==> src/rtl/cardclk_pkg.sv <==
package cardclk_pkg;
  localparam int CNT_W  = 8;
  localparam int SLOT_W = 2;
  localparam int PWR_W  = 4;
  localparam int BW_W   = 2;
  localparam int NSLOT  = 1 << SLOT_W;

  typedef struct packed {
    logic [SLOT_W-1:0] slot;
    logic              hs;
    logic [BW_W-1:0]   bw;
    logic [PWR_W-1:0]  pwr;
    logic [CNT_W-1:0]  hi;
    logic [CNT_W-1:0]  lo;
  } cc_set_t;

  localparam int SET_W = $bits(cc_set_t);

  function automatic logic [CNT_W-1:0] eff_cnt(input logic [CNT_W-1:0] c);
    return (c == '0) ? CNT_W'(1) : c;
  endfunction
endpackage

==> src/rtl/cardclk_div.sv <==
module cardclk_div
  import cardclk_pkg::*;
(
  input  logic             clk,
  input  logic             rst_n,
  input  logic [CNT_W-1:0] hi_cnt,
  input  logic [CNT_W-1:0] lo_cnt,
  output logic             phase,
  output logic             low_end
);
  logic [CNT_W-1:0] cnt_q, cnt_d, len;
  logic             phase_d, last;

  always_comb begin
    len     = phase ? eff_cnt(hi_cnt) : eff_cnt(lo_cnt);
    last    = (cnt_q + CNT_W'(1)) == len;
    low_end = last & ~phase;
    phase_d = last ? ~phase : phase;
    cnt_d   = last ? '0 : cnt_q + CNT_W'(1);
  end

  always_ff @(posedge clk or negedge rst_n) begin
    if (!rst_n) begin
      cnt_q <= '0;
      phase <= 1'b0;
    end else begin
      cnt_q <= cnt_d;
      phase <= phase_d;
    end
  end
endmodule

==> src/rtl/cardclk_cfg.sv <==
module cardclk_cfg
  import cardclk_pkg::*;
#(
  parameter int DEF_HI  = 125,
  parameter int DEF_LO  = 125,
  parameter int DEF_PWR = 10
) (
  input  logic             clk,
  input  logic             rst_n,
  input  logic             wr,
  input  cc_set_t          word,
  input  logic             en_wr,
  input  logic [NSLOT-1:0] en_word,
  input  logic             apply,
  output logic             busy,
  output cc_set_t          act,
  output logic [NSLOT-1:0] slot_en
);
  localparam cc_set_t RST_SET = '{slot: '0, hs: 1'b0, bw: '0,
                                  pwr: PWR_W'(DEF_PWR),
                                  hi: CNT_W'(DEF_HI), lo: CNT_W'(DEF_LO)};

  cc_set_t          pend_q, pend_d, act_d;
  logic             busy_d;
  logic [NSLOT-1:0] en_d;

  always_comb begin
    pend_d = wr ? word : pend_q;
    busy_d = wr | (busy & ~apply);
    en_d   = en_wr ? en_word : slot_en;
    act_d  = act;
    if (apply && busy) begin
      act_d = pend_q;
      if (pend_q.bw > BW_W'(2)) act_d.bw = '0;
    end
  end

  always_ff @(posedge clk or negedge rst_n) begin
    if (!rst_n) begin
      pend_q  <= RST_SET;
      act     <= RST_SET;
      busy    <= 1'b0;
      slot_en <= '0;
    end else begin
      pend_q  <= pend_d;
      act     <= act_d;
      busy    <= busy_d;
      slot_en <= en_d;
    end
  end
endmodule

==> src/rtl/cardclk_wdog.sv <==
module cardclk_wdog #(
  parameter int WD_W     = 20,
  parameter int DEF_WDOG = 340000
) (
  input  logic            clk,
  input  logic            rst_n,
  input  logic            wr,
  input  logic [WD_W-1:0] limit_in,
  input  logic            start,
  input  logic            done,
  input  logic            act,
  input  logic            rise,
  output logic            running,
  output logic            timeout
);
  logic [WD_W-1:0] cnt_q, cnt_d, lim_q, lim_d;
  logic [WD_W:0]   nxt;
  logic            run_d, to_d;

  always_comb begin
    nxt   = {1'b0, cnt_q} + (WD_W+1)'(1);
    lim_d = wr ? limit_in : lim_q;
    cnt_d = cnt_q;
    run_d = running;
    to_d  = timeout;
    if (start) begin
      run_d = 1'b1;
      cnt_d = '0;
      to_d  = 1'b0;
    end else if (done) begin
      run_d = 1'b0;
    end else if (running && rise) begin
      if (act) begin
        cnt_d = '0;
      end else if (nxt >= {1'b0, lim_q}) begin
        to_d  = 1'b1;
        run_d = 1'b0;
      end else begin
        cnt_d = nxt[WD_W-1:0];
      end
    end
  end

  always_ff @(posedge clk or negedge rst_n) begin
    if (!rst_n) begin
      cnt_q   <= '0;
      lim_q   <= WD_W'(DEF_WDOG);
      running <= 1'b0;
      timeout <= 1'b0;
    end else begin
      cnt_q   <= cnt_d;
      lim_q   <= lim_d;
      running <= run_d;
      timeout <= to_d;
    end
  end
endmodule

==> src/rtl/cardclk_gen.sv <==
module cardclk_gen
  import cardclk_pkg::*;
#(
  parameter int DEF_HI   = 125,
  parameter int DEF_LO   = 125,
  parameter int DEF_PWR  = 10,
  parameter int WD_W     = 20,
  parameter int DEF_WDOG = 340000
) (
  input  logic              clk,
  input  logic              rst_n,
  input  logic              cfg_wr,
  input  logic [SET_W-1:0]  cfg_word,
  input  logic              en_wr,
  input  logic [NSLOT-1:0]  en_word,
  input  logic              wd_wr,
  input  logic [WD_W-1:0]   wd_limit_in,
  input  logic              op_start,
  input  logic              op_done,
  input  logic              data_act,
  output logic              busy,
  output logic [SLOT_W-1:0] act_slot,
  output logic              act_hs,
  output logic [BW_W-1:0]   act_width,
  output logic [PWR_W-1:0]  act_power,
  output logic [NSLOT-1:0]  slot_clk,
  output logic [NSLOT-1:0]  bus_rst_n,
  output logic              wd_running,
  output logic              wd_timeout
);
  cc_set_t          act_q;
  logic             clk_phase, low_end;
  logic [NSLOT-1:0] slot_en;

  cardclk_div u_div (
    .clk(clk), .rst_n(rst_n), .hi_cnt(act_q.hi), .lo_cnt(act_q.lo),
    .phase(clk_phase), .low_end(low_end)
  );

  cardclk_cfg #(.DEF_HI(DEF_HI), .DEF_LO(DEF_LO), .DEF_PWR(DEF_PWR)) u_cfg (
    .clk(clk), .rst_n(rst_n), .wr(cfg_wr), .word(cc_set_t'(cfg_word)),
    .en_wr(en_wr), .en_word(en_word), .apply(low_end),
    .busy(busy), .act(act_q), .slot_en(slot_en)
  );

  cardclk_wdog #(.WD_W(WD_W), .DEF_WDOG(DEF_WDOG)) u_wdog (
    .clk(clk), .rst_n(rst_n), .wr(wd_wr), .limit_in(wd_limit_in),
    .start(op_start), .done(op_done), .act(data_act), .rise(low_end),
    .running(wd_running), .timeout(wd_timeout)
  );

  assign act_slot  = act_q.slot;
  assign act_hs    = act_q.hs;
  assign act_width = act_q.bw;
  assign act_power = act_q.pwr;
  assign bus_rst_n = slot_en;

  for (genvar i = 0; i < NSLOT; i++) begin : g_slot
    assign slot_clk[i] = clk_phase & slot_en[i] & (act_q.slot == SLOT_W'(i));
  end
endmodule

==> config.mk <==
export PLATFORM = sky130hd
export DESIGN_NAME = cardclk_gen
export DESIGN_NICKNAME = d
export VERILOG_FILES = /design/src/rtl/cardclk_pkg.sv /design/src/rtl/cardclk_div.sv /design/src/rtl/cardclk_cfg.sv /design/src/rtl/cardclk_wdog.sv /design/src/rtl/cardclk_gen.sv
export SDC_FILE = /design/constraint.sdc
export NUM_CORES = 1
export LEC_CHECK = 0
export BUFFER_PORTS_ARGS = -buffer_cell sky130_fd_sc_hd__buf_2
export CORE_ASPECT_RATIO = 0.5
export CORE_UTILIZATION = 52
export DETAILED_ROUTE_END_ITERATION = 16
export PLACE_DENSITY = 0.76
export SLEW_MARGIN = 0
export SYNTH_ARGS = -nofsm -noshare
export SYNTH_HDL_FRONTEND = slang
export SYNTH_HIERARCHICAL = 1
export SYNTH_SLANG_ARGS = --single-unit
==> constraint.sdc <==
create_clock -name clk -period 3.3 [get_ports clk]
set_input_delay 0.99 -clock clk [delete_from_list [all_inputs] [get_ports clk]]
set_output_delay 0.99 -clock clk [all_outputs]
set_load 0.02 [all_outputs]
==> key figures <==
Floorplanning
  – DIE HEIGHT: 74.68 µm
  – Initial core utilization: 0.5360
  – Die area: 11000 µm²
  – Chip width: approximately 150 µm
  – Core area: 10250 µm²
  – Site row count: 26
  – Ports: 77

Yosys
  – Prevailing post-synth register cell: dfrtp_1
  – Cell variety after synth: 62
  – Fraction of registers with async set/reset: 1.000
  – Sequential share of the synthesized area: 0.4904
  – Mapped cell area: roughly 5500 µm²
  – Yosys reg bits: 106
  – Post-synth EDFFs: 0
  – Post-synthesis cell count: 455
  – Ys Warns: 6
  – Net Count, Synth: 534
  – Syn Area/Cell: 12.07 µm²

Global routing
  – Wire length of the first global-routing pass: 17.37 mm
  – GR Util All Layers: 0.2061
  – Vias in the first global route: about 3600
  – Maximum number of pins on one net before global-route repair: between 70 and 80
  – Antenna violations before repair: 0
  – Total gr overflow: 0

Timing
  – Post-Route Skew: 6.755 ps
  – Final Critical Period: 3249 ps
  – Slew @ Worst Pin: just under 800 ps
  – Setup ws final: around 50 ps
  – Final setup violation count: 0
  – Fmax: 307.8 MHz
  – Final worst-path cycle share: 0.9845
  – Unrepaired setup endpoints after global routing: yes
  – Max Slew Vio Count: 0
  – Final Hold Violating Endpoints: 0
  – Max-slew headroom: 0.4726

Pwr
  – Reg power frac: 0.475
  – Leakage: 3.053 nW
  – Net Sw Power: 1.183 mW
  – PwrDens: 611.5 nW/µm²
  – Clk network pwr share: 0.249
  – Internal Power: 2.740 mW
  – Combinational power share: 0.276
  – Sw frac: 0.3015
  – Peak supply drop: 311.4 µV

Final layout
  – Post-layout util: 0.6260
  – # nets final: 626
  – Filler cells: 834
  – Sequential cell area: 2694 µm²
  – Layout cells sized above 1: 0.4275
  – Footprint of the multi-input gates: 2631 µm²
  – # diodes: 0
  – Area Growth Syn to Fin: 16.79%
  – Finished Layout Cells: 692

Worst setup path
  – CP endpoint kind: flip-flop
  – CP Data Required Time: 3530 ps
  – Delay-heaviest family, CP: compound AO/OA/AOI/OAI gates
  – Critical Path, Cell by Cell: ha_2, nand3_2, nor2_2, and3_4, nand4_4, nor2_4, xor2_2, ha_1, nand4_1, nor4_2, a221o_1, a31oi_4, nand2_2, a21o_2, a22o_1
  – WP data arrival: 3480 ps
  – CP Buf/Inv Count: 0
  – Slowest Stage Delay on Critical Path: about 400 ps
  – Startpoint Class: flip-flop
  – Critical path's slowest cell: dfrtp_1
  – Peak fanout along the critical path: 11
  – Setup CP Type: reg -> reg

Clocking
  – Htree depth: 3
  – Root buffer cell: clkbuf_16
  – Hold-fix buffer count after cts: 0
  – Clock Tree Buf Depth: 2
  – CTS Sinks: roughly 110
  – Clock-pin slew on the worst setup and hold paths: 70 ps
  – TritonCTS Buffers: 9
  – CTS tree: built
  – Skew-Pair Late Insertion Delay: approximately 350 ps

Place
  – Inst Count DP: 675
  – IO buf count: 76
  – Dpl hpwl: 7.474 mm
  – Place WS: -64.18 ps
  – GPL Wtd Cong: 0.8363

Routing
  – Drt pass-1 iters: 4
  – DRT iter0 DRCs: 223
  – Routed via count: 3664
  – Via density: 5.295
  – Final wirelength: ~11 mm
  – # DRC: 0
  – WL/cell: roughly 15 µm
  – Final antenna-violating net count: 0

Flow run
  – Max-cap violations: 0

Run status
  – Status: finished, final reports clean

Worst hold path
  – Hold WC Path Type: reg -> reg
registers in the layout, summed over array words and instances, names as in the netlist:
signal          count
u_cfg/act          25
u_cfg/busy          1
u_cfg/pend_q       25
u_cfg/slot_en       4
u_div/cnt_q         8
u_div/phase         1
u_wdog/cnt_q       20
u_wdog/lim_q       20
u_wdog/running      1
u_wdog/timeout      1
power groups by stage:
| stage | sequential (mW) | clock [mW] | combinational (mW) |
|---|---|---|---|
| finish | 1.86 | 0.977 | 1.08 |
| global placement | 1.87 | 0 | 1.05 |
| floorplan | 1.86 | 0 | 0.819 |
| global route | 1.90 | 1.07 | 1.18 |
| detailed placement | 1.88 | 0 | 1.08 |
| CTS | 1.86 | 1.01 | 1.09 |
kinds of logic after synthesis:
logic type	after synthesis	share of synthesized area
and+or+nand+nor	112	0.1212
DFF	106	0.4904
AOI/OAI and AO/OA	77	0.09704
muxes	63	0.1417
buffers and inverters	40	0.04236
xor gates and xnor gates	35	0.05718
adders and majority gates	22	0.05011
synth_stat cells, types with 2 or more instances:
| cell type | count | area [µm²] |
|---|---|---|
| a31oi_1 | 3 | 18.77 |
| nor4_1 | 3 | 18.77 |
| ha_1 | 22 | 275.3 |
| buf_2 | 3 | 15.01 |
| nand3_2 | 3 | 30.03 |
| inv_1 | 23 | 86.33 |
| mux2i_1 | 7 | 70.07 |
| dfrtp_1 | 73 | 1827 |
| buf_4 | 2 | 15.01 |
| nor2_1 | 14 | 52.55 |
| buf_6 | 5 | 56.30 |
| o311ai_1 | 6 | 52.55 |
| nand3_1 | 15 | 75.07 |
| xor2_1 | 10 | 87.58 |
| nor2b_1 | 2 | 12.51 |
| nor2_2 | 6 | 37.54 |
| clkbuf_1 | 3 | 11.26 |
| a21oi_1 | 8 | 40.04 |
| nand2_1 | 37 | 138.9 |
| and4b_2 | 2 | 22.52 |
| or4_1 | 2 | 15.01 |
| and2_1 | 2 | 12.51 |
| a22o_1 | 10 | 87.58 |
| nor2_4 | 2 | 22.52 |
| o21ai_0 | 24 | 120.1 |
| nand4_1 | 2 | 12.51 |
| dfstp_2 | 33 | 867.1 |
| xnor2_1 | 24 | 210.2 |
| buf_12 | 2 | 40.04 |
| nand2b_1 | 2 | 12.51 |
| and3_1 | 7 | 43.79 |
| nand4_4 | 2 | 42.54 |
| mux2_4 | 20 | 300.3 |
| o31ai_1 | 9 | 67.56 |
| mux2_2 | 35 | 394.1 |
| a21o_1 | 5 | 37.54 |
| o21ai_1 | 2 | 10.01 |
per-stage QoR:
stage	total power [mW]	setup TNS, ps	cell area (µm²)	hold slack [ps]
global route	4.154	-1911	6415	529.3
CTS	3.965	-27.10	6357	507.5
global placement	2.918	0	6075	485.4
detailed placement	2.961	-526.7	6075	489.8
floorplan	2.680	0	5493	476.6
finish	3.923	0	6415	504.7
cells in the final DEF, fill, tap and decap left out, types with 5 or more instances in the layout:
cell type and instances:
a22o_1 10, clkbuf_16 9, o31ai_1 8, dfrtp_1 73, ha_1 21, a21oi_1 8
xnor2_1 24, nand3_1 15, dfstp_2 33, nand2_1 37, mux2_2 35, o21ai_0 24
nor2_1 14, buf_4 22, o311ai_2 5, xor2_1 10, mux2i_1 7, inv_1 23
buf_2 75, and3_1 7, nor2_2 5, mux2_4 20
worst register-to-register path, delay by kind of cell (launching register included):
family / cells / cell delay [ps]
AND/OR/NAND/NOR: 8 / 1010
flip-flops: 1 / 400
adder cells (fa/ha/maj): 2 / 470
AO/OA/AOI/OAI: 4 / 1100
XOR/XNOR: 1 / 160
per-layer routing:
layer,wire length (µm),vias to the layer above,global-route usage
met5,0,-,0
met4,169,0,0.06758
met3,368,16,0.04909
met2,4870,72,0.3417
met1,5101,1773,0.2736
li1,-,1803,-
area by class of cell:
class / instances / share of cell area
clock buffers: 13 / 0.03901
clock inverters: 3 / 0.002731
inverters: 23 / 0.01346
multi-input cells: 309 / 0.4102
flip-flops and latches: 106 / 0.4199
well taps: 140 / 0.02731
repair buffers: 98 / 0.08738
final timing paths:
| check | from | to | slack, ps | depth (start not counted) |
|---|---|---|---|---|
| setup / recovery | u_wdog/cnt_q[1]$_DFFE_PN0P_ | u_wdog/cnt_q[16]$_DFFE_PN0P_ | 50 | 15 |
| hold / removal | u_cfg/act[21]$_DFFE_PN0P_ | u_cfg/act[21]$_DFFE_PN0P_ | 500 | 1 |
| setup reg to reg | u_wdog/cnt_q[1]$_DFFE_PN0P_ | u_wdog/cnt_q[16]$_DFFE_PN0P_ | 50 | 15 |
| hold reg to reg | u_cfg/act[21]$_DFFE_PN0P_ | u_cfg/act[21]$_DFFE_PN0P_ | 500 | 1 |
| max in group asynchronous | rst_n | u_wdog/lim_q[13]$_DFFE_PN1P_ | 1940 | 2 |
| min in group asynchronous | rst_n | u_div/cnt_q[6]$_DFF_PN0_ | 590 | 1 |
what timing repair did:
| action | CTS | global route |
|---|---|---|
| resized for setup | 3 | 8 |
| pin swaps | 0 | 4 |
| setup endpoints to repair | 12 | 21 |
| setup buffers | 0 | 1 |
(Power assumes the default switching activity.)
